**src/rtl/win_disc_pkg.sv**
```systemverilog
package win_disc_pkg;

  // Edge flags produced from one synchronised level.
  typedef struct packed {
    logic rise;
    logic fall;
  } lvl_edge_t;

  // Index of each comparator in the shared synchroniser vector.
  localparam int unsigned CMP_LO  = 0;
  localparam int unsigned CMP_HI  = 1;
  localparam int unsigned CMP_NUM = 2;

endpackage

```
**src/rtl/wd_sync.sv**
```systemverilog
// Multi-flop level synchroniser for a vector of independent bits.
module wd_sync #(
  parameter int unsigned STAGES = 2,
  parameter int unsigned WIDTH  = 1
) (
  input  logic             clk_i,
  input  logic             rst_ni,
  input  logic [WIDTH-1:0] d_i,
  output logic [WIDTH-1:0] q_o
);

  localparam int unsigned LAST = STAGES - 1;

  logic [STAGES-1:0][WIDTH-1:0] chain_q;
  logic [STAGES-1:0][WIDTH-1:0] chain_d;

  always_comb begin
    chain_d[0] = d_i;
    for (int i = 1; i < STAGES; i++) begin
      chain_d[i] = chain_q[i-1];
    end
  end

  always_ff @(posedge clk_i or negedge rst_ni) begin
    if (!rst_ni) begin
      chain_q <= '0;
    end else begin
      chain_q <= chain_d;
    end
  end

  assign q_o = chain_q[LAST];

endmodule

```
**src/rtl/wd_edge.sv**
```systemverilog
// Rise/fall detector on a synchronised level.
module wd_edge
  import win_disc_pkg::*;
(
  input  logic      clk_i,
  input  logic      rst_ni,
  input  logic      lvl_i,
  output lvl_edge_t edge_o
);

  logic lvl_q;

  always_ff @(posedge clk_i or negedge rst_ni) begin
    if (!rst_ni) begin
      lvl_q <= 1'b0;
    end else begin
      lvl_q <= lvl_i;
    end
  end

  always_comb begin
    edge_o.rise = lvl_i & ~lvl_q;
    edge_o.fall = ~lvl_i & lvl_q;
  end

  // A rise can never repeat in the next cycle: the level has been recorded.
  assert_rise_single_R3: assert property (@(posedge clk_i) disable iff (!rst_ni)
    edge_o.rise |=> !edge_o.rise);

endmodule

```
**src/rtl/wd_window.sv**
```systemverilog
// Candidate tracking: arm on lower rise, veto on upper, hit on lower fall.
module wd_window
  import win_disc_pkg::*;
(
  input  logic      clk_i,
  input  logic      rst_ni,
  input  logic      enable_i,
  input  lvl_edge_t lo_edge_i,
  input  logic      hi_lvl_i,
  output logic      hit_o,
  output logic      veto_o
);

  logic armed_q, armed_d;
  logic hit_q, hit_d;
  logic veto_q, veto_d;

  always_comb begin
    armed_d = armed_q;
    hit_d   = 1'b0;
    veto_d  = 1'b0;
    if (!enable_i) begin
      armed_d = 1'b0;
    end else if (armed_q && hi_lvl_i) begin
      armed_d = 1'b0;
      veto_d  = 1'b1;
    end else if (armed_q && lo_edge_i.fall) begin
      armed_d = 1'b0;
      hit_d   = 1'b1;
    end else if (lo_edge_i.rise && hi_lvl_i) begin
      veto_d  = 1'b1;
    end else if (lo_edge_i.rise) begin
      armed_d = 1'b1;
    end
  end

  always_ff @(posedge clk_i or negedge rst_ni) begin
    if (!rst_ni) begin
      armed_q <= 1'b0;
      hit_q   <= 1'b0;
      veto_q  <= 1'b0;
    end else begin
      armed_q <= armed_d;
      hit_q   <= hit_d;
      veto_q  <= veto_d;
    end
  end

  assign hit_o  = hit_q;
  assign veto_o = veto_q;

  assert_no_overlap_R9: assert property (@(posedge clk_i) disable iff (!rst_ni)
    !(hit_q && veto_q));

  assert_hit_from_armed_R3: assert property (@(posedge clk_i) disable iff (!rst_ni)
    hit_q |-> ($past(armed_q) && !armed_q));

  assert_veto_has_cause_R6: assert property (@(posedge clk_i) disable iff (!rst_ni)
    veto_q |-> $past(armed_q || lo_edge_i.rise));

  assert_disable_clears_R8: assert property (@(posedge clk_i) disable iff (!rst_ni)
    !enable_i |=> (!hit_q && !veto_q && !armed_q));

  assert_veto_single_R4: assert property (@(posedge clk_i) disable iff (!rst_ni)
    (veto_q && !armed_q) |=> !veto_q || $past(lo_edge_i.rise));

endmodule

```
**src/rtl/window_hit_disc.sv**
```systemverilog
// Double-threshold window hit discriminator, top level.
module window_hit_disc
  import win_disc_pkg::*;
#(
  parameter int unsigned SYNC_STAGES = 2
) (
  input  logic clk_i,
  input  logic rst_ni,
  input  logic enable_i,
  input  logic lo_cmp_i,
  input  logic hi_cmp_i,
  output logic hit_o,
  output logic veto_o
);

  localparam int unsigned RST_STAGES = 2;

  logic [RST_STAGES-1:0] rst_sync_q;
  logic                  rst_n_int;
  logic [CMP_NUM-1:0]    cmp_raw;
  logic [CMP_NUM-1:0]    cmp_sync;
  lvl_edge_t             lo_edge;

  // Asynchronous assert, synchronous release.
  always_ff @(posedge clk_i or negedge rst_ni) begin
    if (!rst_ni) begin
      rst_sync_q <= '0;
    end else begin
      rst_sync_q <= {rst_sync_q[RST_STAGES-2:0], 1'b1};
    end
  end
  assign rst_n_int = rst_sync_q[RST_STAGES-1];

  always_comb begin
    cmp_raw         = '0;
    cmp_raw[CMP_LO] = lo_cmp_i;
    cmp_raw[CMP_HI] = hi_cmp_i;
  end

  wd_sync #(
    .STAGES (SYNC_STAGES),
    .WIDTH  (CMP_NUM)
  ) u_sync (
    .clk_i  (clk_i),
    .rst_ni (rst_n_int),
    .d_i    (cmp_raw),
    .q_o    (cmp_sync)
  );

  wd_edge u_lo_edge (
    .clk_i  (clk_i),
    .rst_ni (rst_n_int),
    .lvl_i  (cmp_sync[CMP_LO]),
    .edge_o (lo_edge)
  );

  wd_window u_window (
    .clk_i     (clk_i),
    .rst_ni    (rst_n_int),
    .enable_i  (enable_i),
    .lo_edge_i (lo_edge),
    .hi_lvl_i  (cmp_sync[CMP_HI]),
    .hit_o     (hit_o),
    .veto_o    (veto_o)
  );

  assert_reset_quiet_R1: assert property (@(posedge clk_i)
    !rst_n_int |=> (!hit_o && !veto_o));

endmodule

```
**config.mk**
```make
export PLATFORM = sky130hd
export DESIGN_NAME = window_hit_disc
export DESIGN_NICKNAME = d
export VERILOG_FILES = /design/src/rtl/win_disc_pkg.sv /design/src/rtl/wd_sync.sv /design/src/rtl/wd_edge.sv /design/src/rtl/wd_window.sv /design/src/rtl/window_hit_disc.sv
export SDC_FILE = /design/constraint.sdc
export NUM_CORES = 1
export LEC_CHECK = 0
export BUFFER_PORTS_ARGS = -buffer_cell sky130_fd_sc_hd__buf_2
export CELL_PAD_IN_SITES_DETAIL_PLACEMENT = 2
export CELL_PAD_IN_SITES_GLOBAL_PLACEMENT = 2
export CORE_AREA = 2 2 39 41
export DETAILED_ROUTE_END_ITERATION = 10
export DIE_AREA = 0 0 41 43
export PLACE_DENSITY_LB_ADDON = 0.1
export SYNTH_ARGS = -nofsm -noshare
export SYNTH_HDL_FRONTEND = slang
export SYNTH_SLANG_ARGS = --single-unit
```
**constraint.sdc**
```tcl
create_clock -name clk_i -period 0.8 [get_ports clk_i]
set_input_delay 0.04 -clock clk_i [delete_from_list [all_inputs] [get_ports clk_i]]
set_output_delay 0.04 -clock clk_i [all_outputs]
set_load 0.01 [all_outputs]
```
==> impl_results.rst <==
.. list-table::
   :header-rows: 1

   * - Metric
     - Value
   * - Startpoint kind of the worst setup timing path
     - register
   * - Number of different library cells in the post-synthesis netlist
     - 9
   * - Number of antenna violations at the first check in global routing
     - 0
   * - Failing checks
     - setup timing
   * - Run status
     - finished with violations
   * - Crit path required time
     - 0.95 ns
   * - Combined area of the multi-input logic cells
     - 61.3 µm²
   * - Post-route worst hold slack
     - roughly 0.030 ns
   * - Area of all sequential standard cells
     - 250 µm²
   * - CTS H-tree lvls
     - 1
   * - Detailed-route wire length per cell
     - 11.4 µm
   * - Final total power
     - 0.938 mW
   * - TritonCTS buffer count
     - 3
   * - WS Path Type
     - register to register
   * - Number of max-slew violations in the final report
     - 0
   * - Synth Instances
     - 19
   * - Drt first-iter violations
     - 0
   * - Final standard cell area without fillers
     - between 400 and 500 µm²
   * - Final HPWL DP
     - approximately 450 µm
   * - Clk_skew
     - 0.00596 ns
   * - Clock-pin slew on the worst setup and hold paths
     - 0.06 ns
   * - Endpoint kind of the worst setup timing path
     - register
   * - Worst min path class
     - primary input to register
   * - Delay-heaviest family, CP
     - flip-flops
   * - GPL Wtd Cong
     - 0.653
   * - Endpoint arrival time on the critical path
     - 1.12 ns
   * - Remaining number of nets flagged by the antenna check after routing
     - 0
   * - Growth of design area from synthesis to finish
     - 50.4%
   * - Buffer cell driving the clock tree root
     - clkbuf_4
   * - Cell area after placement
     - around 380 µm²
   * - Number of standard-cell rows in the floorplan
     - 14
   * - Number of failing setup endpoints in the final timing report
     - 3
   * - Final Hold Fails
     - 0
   * - Buffers added on ports
     - 6
   * - Drc violations
     - 0
   * - Most frequent standard cell in the layout excluding fill and tap cells
     - dfrtp_1
   * - Setup repair after global routing missed its margin
     - yes
   * - Die X-Extent
     - 41 µm
   * - Internal reg-to-reg setup slack
     - -0.17 ns
   * - Standby leakage power
     - 0.227 nW
   * - Setup WS post-layout
     - -0.174 ns
   * - Sum of routed wire length over all layers
     - approximately 600 µm
   * - Achievable frequency
     - between 1 and 1.5 GHz
   * - Gr ovfl total
     - 0
   * - Buffer and inverter count on the worst path
     - 1
   * - Clock sinks
     - 10
   * - PwrDens
     - 2060 nW/µm²
   * - DR vias
     - 194
   * - Post-synthesis sequential area ratio
     - 82.6%
   * - Number of nets in the finished design
     - between 40 and 50
   * - Core ar.
     - 1380 µm²
   * - Tcrit/Tclk final
     - 122%
   * - Critical path cell sequence
     - inv_2 -> maj3_2 -> and3b_1
   * - Syn nets
     - 24
   * - VDD IR max
     - 0.904 mV
   * - Effective utilization at floorplan
     - roughly 22%
   * - Post-synthesis register bit count
     - 10
   * - Antenna Diode Count
     - 0
   * - Summed instance area of the synthesized netlist
     - 303 µm²
   * - All-Layer GR Usage
     - 9.18%
   * - Largest incremental delay on the critical path
     - between 0.3 and 0.4 ns
   * - Height of the die
     - between 40 and 50 µm
   * - CTS max path bufs
     - 2
   * - Clock tree from TritonCTS
     - done
   * - Slowest stage cell on the critical path
     - dfrtp_1
   * - Worst-skew pair later-pin latency
     - 0.26 ns
   * - Maximum fanout along the worst path
     - 2
   * - Max-capacitance violation count
     - 0
   * - Avg Synthesized Cell Area
     - 15.9 µm²
   * - Final period demand of the worst path
     - around 0.97 ns
   * - DR vias/cell
     - between 3 and 4
   * - Overall die area
     - 1760 µm²
   * - Yosys warnings
     - 0
   * - Leading cell types in the layout, fill and taps excluded
     - dfrtp_1 (10), buf_2 (6), buf_4 (5), clkbuf_4 (3), dlygate4sd3_1 (3)
   * - Via count of the first global-routing pass
     - 260
   * - Wire length of the first global-routing pass
     - about 990 µm
   * - FILL cells
     - 156
   * - Largest net degree at the start of global routing
     - 9
   * - I/O pin cnt
     - 7
   * - Number of detailed-routing iterations run before antenna repair
     - 1
   * - Share of final-layout standard cells stronger than drive strength 1
     - 52.8%
-- state kept, by name (all words and copies together), names as in the netlist --
register          cells
u_sync.q_o            2
u_window.hit_o        1
u_window.armed_q      1
u_lo_edge.lvl_q       1
rst_sync_q            2
u_sync.chain_d        2
u_window.veto_o       1
-- final timing paths --
path,from,cells after the start,to
setup / recovery,u_lo_edge.lvl_q$_DFF_PN0_,3,u_window.armed_q$_DFFE_PN0P_
min in group asynchronous,rst_ni,2,rst_sync_q[0]$_DFF_PN0_
hold / removal,enable_i,3,u_window.veto_o$_DFF_PN0_
hold reg to reg,rst_sync_q[1]$_DFF_PN0_,0,u_sync.chain_d[3]$_DFF_PN0_
setup reg to reg,u_lo_edge.lvl_q$_DFF_PN0_,3,u_window.armed_q$_DFFE_PN0P_
max in group asynchronous,rst_sync_q[1]$_DFF_PN0_,0,u_window.hit_o$_DFF_PN0_
-- kinds of logic (layout without fill, tap and decap cells) --
| family | Yosys count | in the layout | synth area share [%] |
|---|---|---|---|
| adders and majority gates | 1 | 1 | 3.72 |
| buffers and inverters | 1 | 18 | 1.24 |
| and+or+nand+nor | 5 | 5 | 9.50 |
| other | 1 | 1 | 1.24 |
| AOI/OAI and AO/OA | 1 | 1 | 1.65 |
| DFF | 10 | 10 | 82.6 |
-- cell usage after synthesis, drive strengths merged --
cell type	number	area, µm²
inv	1	3.75
and3b	1	8.76
nor4b	1	8.76
a21oi	1	5.00
dfrtp	10	250
nand2	2	7.51
conb	1	3.75
maj3	1	11.3
nor2	1	3.75
-- report_power, final --
| part | total, mW | switching, mW | internal [mW] | leakage [nW] |
|---|---|---|---|---|
| Sequential | 0.544 | 0.0170 | 0.527 | 0.123 |
| Clock | 0.330 | 0.157 | 0.173 | 0.0138 |
| Combinational | 0.0641 | 0.0230 | 0.0411 | 0.0907 |
-- tightest hold or removal path, cell delays in order --
cell and delay [ns]:
buf_2 0.12, nand2_1 0.06, nor2_1 0.04
-- layout make-up --
type                       instances  area share (%)
timing repair buffer              14            21.4
tap                               16            4.40
clock buffer                       3            4.95
inverter                           1           0.824
sequential                        10            54.9
multi-input combinational          8            13.5
-- layer usage --
layer / GRT usage [%] / part of all wire, % / up-vias
li1: - / - / 96
met1: 7.80 / 35 / 92
met5: 0 / 0 / -
met2: 15.3 / 61 / 6
met4: 10.0 / 0 / 0
met3: 1.57 / 4.0 / 0
-- stage by stage --
stage	setup WS, ns	util, %	setup TNS, ns	std cells
after floorplan	-0.143	-	-0.143	19
after global placement	-0.142	27.1	-0.237	44
after detailed placement	-0.200	27.1	-0.362	44
after CTS	-0.177	32.2	-0.263	51
after global routing	-0.210	32.9	-0.501	52
final	-0.174	32.9	-0.340	52
-- what timing repair did --
item	in CTS	in global routing
endpoints found under the setup margin	4	5
pin swaps	0	3
endpoints found under the hold margin	4	0
hold buffers	3	0
setup buffers	1	2
gates resized for setup	3	1
No activity file was read; power rests on OpenSTA's default activity.
